File: src/rtl/cp_secgate_pkg.sv
`timescale 1ns/1ps
package cp_secgate_pkg;
    localparam int DW = 32;
    localparam int NUM_CP = 2;
    // grant register bit positions
    localparam int G_CP10 = 10;
    localparam int G_CP11 = 11;
    localparam int G_SIMD = 15;
    // access register field positions
    localparam int A_CP10_LO = 20;
    localparam int A_CP11_LO = 22;
    localparam int A_SIMD = 31;
    localparam logic [DW-1:0] NS_FIXED_RD = 32'h0000_0C00;
    localparam logic [DW-1:0] GRANT_MASK = (DW'(1) << G_CP10) | (DW'(1) << G_CP11) | (DW'(1) << G_SIMD);
    localparam logic [DW-1:0] CPACC_MASK = (DW'(3) << A_CP10_LO) | (DW'(3) << A_CP11_LO) | (DW'(1) << A_SIMD);

    typedef enum logic [2:0] {
        ACC_NONE,
        ACC_READ,
        ACC_WRITE,
        ACC_RD_FIXED,
        ACC_TRAP,
        ACC_UNDEF
    } acc_kind_e;

    typedef struct packed {
        logic simd_dis;
        logic cp11;
        logic cp10;
    } grant_t;

    typedef struct packed {
        logic       simd_dis;
        logic [1:0] cp11;
        logic [1:0] cp10;
    } cpacc_t;
endpackage

File: src/rtl/cp_secgate_decode.sv
`timescale 1ns/1ps
module cp_secgate_decode
    import cp_secgate_pkg::*;
(
    input  logic       req_valid,
    input  logic       req_write,
    input  logic       req_sel,
    input  logic [1:0] cur_el,
    input  logic       ns_state,
    input  logic       top_el_64,
    output acc_kind_e  kind
);
    always_comb begin
        kind = ACC_NONE;
        if (req_valid) begin
            if (cur_el == 2'd0) begin
                kind = ACC_UNDEF;
            end else if (req_sel) begin
                kind = req_write ? ACC_WRITE : ACC_READ;
            end else if (!ns_state && top_el_64 && cur_el == 2'd1) begin
                kind = ACC_TRAP;
            end else if (ns_state) begin
                if (req_write)
                    kind = ACC_UNDEF;
                else if (top_el_64 && cur_el != 2'd3)
                    kind = ACC_RD_FIXED;
                else
                    kind = ACC_READ;
            end else begin
                kind = req_write ? ACC_WRITE : ACC_READ;
            end
        end
    end

    // no Non-secure write of the grant register is ever accepted
    always_comb begin
        assert_ns_grant_wr_R4: assert (!(kind == ACC_WRITE && !req_sel && ns_state));
    end
endmodule

File: src/rtl/cp_secgate_grant.sv
`timescale 1ns/1ps
module cp_secgate_grant
    import cp_secgate_pkg::*;
(
    input  logic   clk,
    input  logic   rst_n,
    input  logic   wr_en,
    input  grant_t wdata,
    output grant_t q
);
    always_ff @(posedge clk or negedge rst_n) begin
        if (!rst_n)
            q <= '0;
        else if (wr_en)
            q <= wdata;
    end

    // a write request is reflected in the stored bits one edge later
    assert_grant_commit_R10: assert property (@(posedge clk) disable iff (!rst_n)
        wr_en |=> (q == $past(wdata)));
endmodule

File: src/rtl/cp_secgate_cpacc.sv
`timescale 1ns/1ps
module cp_secgate_cpacc
    import cp_secgate_pkg::*;
(
    input  logic          clk,
    input  logic          rst_n,
    input  logic          wr_en,
    input  cpacc_t        wdata,
    input  logic          ns_state,
    input  grant_t        grant,
    output cpacc_t        q,
    output logic [DW-1:0] rview
);
    cpacc_t nxt;

    always_comb begin
        nxt = q;
        if (wr_en) begin
            if (!ns_state) begin
                nxt = wdata;
            end else begin
                if (grant.cp10)      nxt.cp10 = wdata.cp10;
                if (grant.cp11)      nxt.cp11 = wdata.cp11;
                if (!grant.simd_dis) nxt.simd_dis = wdata.simd_dis;
            end
        end
    end

    always_ff @(posedge clk or negedge rst_n) begin
        if (!rst_n)
            q <= '0;
        else
            q <= nxt;
    end

    always_comb begin
        rview = '0;
        rview[A_CP10_LO +: 2] = (ns_state && !grant.cp10) ? 2'b00 : q.cp10;
        rview[A_CP11_LO +: 2] = (ns_state && !grant.cp11) ? 2'b00 : q.cp11;
        rview[A_SIMD]         = (ns_state && grant.simd_dis) ? 1'b1 : q.simd_dis;
    end

    // hidden fields read zero and are not written from Non-secure state
    assert_hide_cp10_R7: assert property (@(posedge clk) disable iff (!rst_n)
        (ns_state && !grant.cp10) |-> (rview[A_CP10_LO +: 2] == 2'b00));
    assert_keep_cp11_R7: assert property (@(posedge clk) disable iff (!rst_n)
        (wr_en && ns_state && !grant.cp11) |=> $stable(q.cp11));
    // forced SIMD disable reads one under Non-secure state
    assert_simd_one_R8: assert property (@(posedge clk) disable iff (!rst_n)
        (ns_state && grant.simd_dis) |-> rview[A_SIMD]);
endmodule

File: src/rtl/cp_secgate.sv
`timescale 1ns/1ps
module cp_secgate
    import cp_secgate_pkg::*;
(
    input  logic          clk,
    input  logic          rst_n,
    input  logic          req_valid,
    input  logic          req_write,
    input  logic          req_sel,
    input  logic [31:0]   req_wdata,
    input  logic [1:0]    cur_el,
    input  logic          ns_state,
    input  logic          top_el_64,
    input  logic [1:0]    cp_use,
    output logic [31:0]   rsp_rdata,
    output logic          rsp_trap,
    output logic          rsp_undef,
    output logic [1:0]    cp_ns_en,
    output logic          use_undef
);
    acc_kind_e     kind;
    grant_t        grant_q;
    grant_t        grant_w;
    cpacc_t        cpacc_q;
    cpacc_t        cpacc_w;
    logic [DW-1:0] cpacc_view;
    logic [DW-1:0] grant_view;
    logic [NUM_CP-1:0] grant_bits;
    logic [NUM_CP-1:0] use_hit;
    logic          unused_wdata;

    cp_secgate_decode u_decode (
        .req_valid (req_valid),
        .req_write (req_write),
        .req_sel   (req_sel),
        .cur_el    (cur_el),
        .ns_state  (ns_state),
        .top_el_64 (top_el_64),
        .kind      (kind)
    );

    assign grant_w.simd_dis = req_wdata[G_SIMD];
    assign grant_w.cp11     = req_wdata[G_CP11];
    assign grant_w.cp10     = req_wdata[G_CP10];
    assign cpacc_w.simd_dis = req_wdata[A_SIMD];
    assign cpacc_w.cp11     = req_wdata[A_CP11_LO +: 2];
    assign cpacc_w.cp10     = req_wdata[A_CP10_LO +: 2];
    assign unused_wdata     = ^(req_wdata & ~(GRANT_MASK | CPACC_MASK));

    cp_secgate_grant u_grant (
        .clk   (clk),
        .rst_n (rst_n),
        .wr_en (kind == ACC_WRITE && !req_sel),
        .wdata (grant_w),
        .q     (grant_q)
    );

    cp_secgate_cpacc u_cpacc (
        .clk      (clk),
        .rst_n    (rst_n),
        .wr_en    (kind == ACC_WRITE && req_sel),
        .wdata    (cpacc_w),
        .ns_state (ns_state),
        .grant    (grant_q),
        .q        (cpacc_q),
        .rview    (cpacc_view)
    );

    always_comb begin
        grant_view = '0;
        grant_view[G_SIMD] = grant_q.simd_dis;
        grant_view[G_CP11] = grant_q.cp11;
        grant_view[G_CP10] = grant_q.cp10;
    end

    assign grant_bits = {grant_q.cp11, grant_q.cp10};

    for (genvar i = 0; i < NUM_CP; i++) begin : g_cp
        assign cp_ns_en[i] = ns_state ? grant_bits[i] : 1'b1;
        assign use_hit[i]  = cp_use[i] & ~cp_ns_en[i];
    end
    assign use_undef = |use_hit;

    always_comb begin
        rsp_rdata = '0;
        rsp_trap  = 1'b0;
        rsp_undef = 1'b0;
        unique case (kind)
            ACC_NONE:     rsp_rdata = '0;
            ACC_READ:     rsp_rdata = req_sel ? cpacc_view : grant_view;
            ACC_WRITE:    rsp_rdata = '0;
            ACC_RD_FIXED: rsp_rdata = NS_FIXED_RD;
            ACC_TRAP:     rsp_trap  = 1'b1;
            ACC_UNDEF:    rsp_undef = 1'b1;
            default:      rsp_rdata = '0;
        endcase
    end

    // EL0 accesses are refused
    assert_el0_undef_R3: assert property (@(posedge clk) disable iff (!rst_n)
        (req_valid && cur_el == 2'd0) |-> rsp_undef);
    // refused or trapped writes leave both registers untouched
    assert_no_update_R3: assert property (@(posedge clk) disable iff (!rst_n)
        (req_valid && req_write && (rsp_trap || rsp_undef)) |=> ($stable(grant_q) && $stable(cpacc_q)));
    // a trap only arises for Secure EL1 grant accesses with a 64-bit top level
    assert_trap_cond_R5: assert property (@(posedge clk) disable iff (!rst_n)
        rsp_trap |-> (!ns_state && cur_el == 2'd1 && top_el_64 && !req_sel));
    // Non-secure EL1/EL2 grant reads see the constant
    assert_fixed_rd_R6: assert property (@(posedge clk) disable iff (!rst_n)
        (req_valid && !req_write && !req_sel && ns_state && top_el_64 && (cur_el == 2'd1 || cur_el == 2'd2))
        |-> (rsp_rdata == NS_FIXED_RD));
    // grant reads never show reserved bits
    assert_resv_zero_R2: assert property (@(posedge clk) disable iff (!rst_n)
        (req_valid && !req_sel && !ns_state) |-> ((rsp_rdata & ~GRANT_MASK) == '0));
    // Secure state enables both coprocessors
    assert_secure_en_R11: assert property (@(posedge clk) disable iff (!rst_n)
        !ns_state |-> (cp_ns_en == 2'b11));
    // no data on refused or trapped accesses
    assert_denied_zero_R13: assert property (@(posedge clk) disable iff (!rst_n)
        (rsp_trap || rsp_undef) |-> (rsp_rdata == '0));
endmodule

File: config.mk
export PLATFORM = sky130hd
export DESIGN_NAME = cp_secgate
export DESIGN_NICKNAME = d
export VERILOG_FILES = /design/src/rtl/cp_secgate_pkg.sv /design/src/rtl/cp_secgate_decode.sv /design/src/rtl/cp_secgate_grant.sv /design/src/rtl/cp_secgate_cpacc.sv /design/src/rtl/cp_secgate.sv
export SDC_FILE = /design/constraint.sdc
export NUM_CORES = 1
export LEC_CHECK = 0
export BUFFER_PORTS_ARGS = -buffer_cell sky130_fd_sc_hd__buf_2
export CAP_MARGIN = 20
export CELL_PAD_IN_SITES_DETAIL_PLACEMENT = 1
export CELL_PAD_IN_SITES_GLOBAL_PLACEMENT = 1
export CORE_ASPECT_RATIO = 0.9
export CORE_MARGIN = 3
export CORE_UTILIZATION = 25
export DETAILED_ROUTE_END_ITERATION = 8
export HOLD_SLACK_MARGIN = 0.06
export MAX_ROUTING_LAYER = met4
export PLACE_DENSITY = 0.94
export SETUP_SLACK_MARGIN = 0.3
export SLEW_MARGIN = 20
export SYNTH_ARGS = -nofsm -noshare
export SYNTH_HDL_FRONTEND = slang
export SYNTH_SLANG_ARGS = --single-unit
export TNS_END_PERCENT = 5
File: constraint.sdc
create_clock -name clk -period 3.4 [get_ports clk]
set_clock_uncertainty 0.05 [all_clocks]
set_input_delay 0.51 -clock clk [delete_from_list [all_inputs] [get_ports clk]]
set_output_delay 0.51 -clock clk [all_outputs]
set_load 0.05 [all_outputs]
==> reports/metrics.cfg <==
[grt]
antenna_violations_before_repair = 0
global_route.peak_usage_layer = met2
global_route.usage.met3_pct = 2.63
globalRouteMet2Util_pct = 17.0
grt_met1_usage_pct = 13.2
global_route_wire_length_before_repair_mm = 3.15
total_gr_overflow = 0
grt_pass1_vias = 678
grt.total_usage_pct = 10.8
grt_start_max_net_pins = 15

[layout]
net_count_final = 165
mostFrequentLayoutCells = sky130_fd_sc_hd__buf_2 (31), sky130_fd_sc_hd__conb_1 (24), sky130_fd_sc_hd__mux2_2 (8), sky130_fd_sc_hd__dfrtp_1 (8), sky130_fd_sc_hd__nor2b_1 (5)
drive_gt1_share_pct = 40.0
nFillCells = 365
instances_no_fill = 160
mostFrequentLayoutCell = sky130_fd_sc_hd__buf_2
area_delta_synth_final_pct = 18.1
insertedDiodeCount = 0

[critical_path]
cp-end-kind = output pin
crit_path_start_kind = primary input
critical_path_required_ns = 2.84
cp_common_cell = sky130_fd_sc_hd__buf_2
critPathMaxStageDelay_ns = 0.37
worstPathCellList = buf_2 > or2_2 > o211ai_2 > nand4b_4 > nor4bb_1 > buf_2
worstPathArrival_ns = 2.00
setup.worst_path.class = primary input to output pin
crit_fanout = 8
worst-r2r-cell-count = 3
slowest_stage = sky130_fd_sc_hd__nor4bb_1
worstSetupStartpoint = cur_el[1]
worst_r2r_startpoint = u_grant.q[1]$_DFFE_PN0P_

[pwr]
ir_worst_vdd_mv = 0.193
powerDensity_nw_per_um2 = 447
power_frac_clock_pct = 17.5
total_leakage_power_uw = 0.000467
seqPwrFrac_pct = 33.4
combinationalPowerShare_pct = 49.1
report.power.total_uw = 424
power.net_switching_uw = 200
swShare_pct = 47.2
cell_internal_pwr_uw = 224

[drt]
first_pass_iters = 2
vias = 682
vias_per_cell = 4.26
iteration_0_drc_count_of_the_detailed_router = 9
drcViolationCount = 0
wl_per_cell_um = 12.5
drtAntennaViolNets = 0
detail_route.wirelength_mm = 2.00

[place]
detailed_place_hpwl_mm = 1.70
number_of_input_and_output_port_buffers_inserted = 31
gp_congestion = 0.784
dp_slack_ns = 0.918
dp.cells = 156

[yosys]
post_synth_inst_count = 87
yosys_warnings = 0
yosys_register_bits = 8
syn-mean-instance-area_um2 = 9.22
synth_area_um2 = 802
ys_seq_area_share_pct = 25.0
synth.lib_cells_used.distinct = 29

[die]
io_pins = 80
die_h_um = 59.7
fp.dieArea_um2 = 3920
die_width_um = 65.7
start_util_pct = 27.6
design.core.area_um2 = 2910
floorplan.rows = 18

[cts]
cts.sinks = 8
postCtsResizedCells = 0
clkSlewWorstSetupHoldPaths_ns = 0.06
clock_path_buffers = 2
cts_tree = built
cts.hold.buffers_added = 1
clk-insertion-delay-late_ns = 0.25
h_tree_levels = 1
postCtsSetupRepairBufs = 0
cts-root-buf = sky130_fd_sc_hd__clkbuf_4
cts_inserted_buffers = 3

[timing]
maxSlewViolCount = 0
post-route-min-period_ns = 2.56
unrepaired_setup_endpoints_after_global_routing = no
fin_crit_sh_pct = 75.3
final_number_of_setup_violating_endpoints = 0
timing.final.ws_setup_ns = 0.840
finalHoldViolations = 0
timing.setup.tns_ns = 0
max_freq_ghz = 0.391

[flow_run]
timing.max_cap.violations = 0

[hold_path]
min-delay-start = req_wdata[21]
hold_class = primary input to flop
hold_path_stages = 2

[run_status]
run_status = finished, final reports clean

==> path summary, 6_finish.rpt <==
| check | slack [ns] | to |
|---|---|---|
| min in group asynchronous | 0.57 | u_cpacc.q[3]$_DFFE_PN0P_ |
| min reg2reg | 0.46 | u_cpacc.q[3]$_DFFE_PN0P_ |
| min | 0.44 | u_cpacc.q[1]$_DFFE_PN0P_ |
| max reg2reg | 2.09 | u_cpacc.q[2]$_DFFE_PN0P_ |
| max in group asynchronous | 2.56 | u_grant.q[2]$_DFFE_PN0P_ |
| max | 0.84 | rsp_rdata[23] |
==> flip-flops by register name (all words and copies together) (netlist names) <==
register   count
u_cpacc.q      5
u_grant.q      3
==> Yosys cell counts <==
| library cell | number | area (um2) |
|---|---|---|
| sky130_fd_sc_hd__dfrtp_1 | 8 | 200 |
| sky130_fd_sc_hd__mux2_2 | 8 | 90.1 |
| sky130_fd_sc_hd__a31oi_2 | 1 | 12.5 |
| sky130_fd_sc_hd__a22o_1 | 1 | 8.76 |
| sky130_fd_sc_hd__or3b_1 | 1 | 8.76 |
| sky130_fd_sc_hd__o211ai_2 | 1 | 12.5 |
| sky130_fd_sc_hd__o2111ai_1 | 1 | 8.76 |
| sky130_fd_sc_hd__nand3_1 | 2 | 10.0 |
| sky130_fd_sc_hd__a31oi_1 | 2 | 12.5 |
| sky130_fd_sc_hd__buf_4 | 24 | 180 |
| sky130_fd_sc_hd__nand4b_1 | 1 | 8.76 |
| sky130_fd_sc_hd__a21oi_1 | 4 | 20.0 |
| sky130_fd_sc_hd__o21ai_1 | 1 | 5.00 |
| sky130_fd_sc_hd__nor2b_1 | 5 | 31.3 |
| sky130_fd_sc_hd__inv_1 | 2 | 7.51 |
| sky130_fd_sc_hd__nand4b_4 | 1 | 23.8 |
| sky130_fd_sc_hd__o21a_1 | 1 | 7.51 |
| sky130_fd_sc_hd__nand2b_1 | 3 | 18.8 |
| sky130_fd_sc_hd__and2b_1 | 1 | 7.51 |
| sky130_fd_sc_hd__nor4b_1 | 1 | 8.76 |
| sky130_fd_sc_hd__nand2_1 | 3 | 11.3 |
| sky130_fd_sc_hd__conb_1 | 1 | 3.75 |
| sky130_fd_sc_hd__nor2_1 | 3 | 11.3 |
| sky130_fd_sc_hd__xor2_1 | 1 | 8.76 |
| sky130_fd_sc_hd__or2_2 | 1 | 6.26 |
| sky130_fd_sc_hd__nor4bb_1 | 4 | 40.0 |
| sky130_fd_sc_hd__nor3b_1 | 3 | 22.5 |
| sky130_fd_sc_hd__buf_2 | 1 | 5.00 |
| sky130_fd_sc_hd__a21bo_2 | 1 | 10.0 |
==> cell type report <==
| cell class | count | area, um2 | area share (%) |
|---|---|---|---|
| Multi-Input combinational cell | 75 | 502 | 53.0 |
| Sequential cell | 8 | 200 | 21.1 |
| Timing Repair Buffer | 32 | 165 | 17.4 |
| Tap cell | 40 | 50.0 | 5.28 |
| Clock buffer | 3 | 22.5 | 2.38 |
| Inverter | 2 | 7.51 | 0.793 |
==> through the flow <==
stage / util [%] / instance area (um2) / hold slack, ns
floorplan: - / 895 / 0.164
global placement: 31.5 / 915 / 0.309
detailed placement: 31.5 / 915 / 0.313
CTS: 32.6 / 947 / 0.431
global route: 32.6 / 947 / 0.440
finish: 32.6 / 947 / 0.438
==> power by group through the flow <==
| stage | sequential (uW) | clock (uW) | combinational (uW) |
|---|---|---|---|
| detailed placement | 143 | 0 | 206 |
| global placement | 141 | 0 | 201 |
| CTS | 142 | 76.7 | 208 |
| global route | 145 | 81.1 | 221 |
| floorplan | 136 | 0 | 190 |
| finish | 142 | 74.3 | 208 |
==> routing by layer <==
metal / wire [um] / share of wire, %
met5: 0 / 0
met4: 17 / 0.85
met3: 282 / 14
met2: 835 / 42
met1: 865 / 43
==> logic make-up (layout without fill, tap and decap cells) <==
kind of cell    count (synthesis)  after routing  synth area share [%]
simple gates                   29             29                  26.1
xor+xnor                        1              1                  1.09
flops                           8              8                  25.0
mux                             8              8                  11.2
other cells                     1             24                 0.468
buf+inv                        27             37                  24.0
compound gates                 13             13                  12.2
==> worst max-delay path: cells and delay by family <==
kind / cells / cell delay, ns
AND/OR/NAND/NOR: 3 / 0.89
buffers and inverters: 2 / 0.47
AO/OA/AOI/OAI: 1 / 0.13
Power figures use the tool's default switching activity.
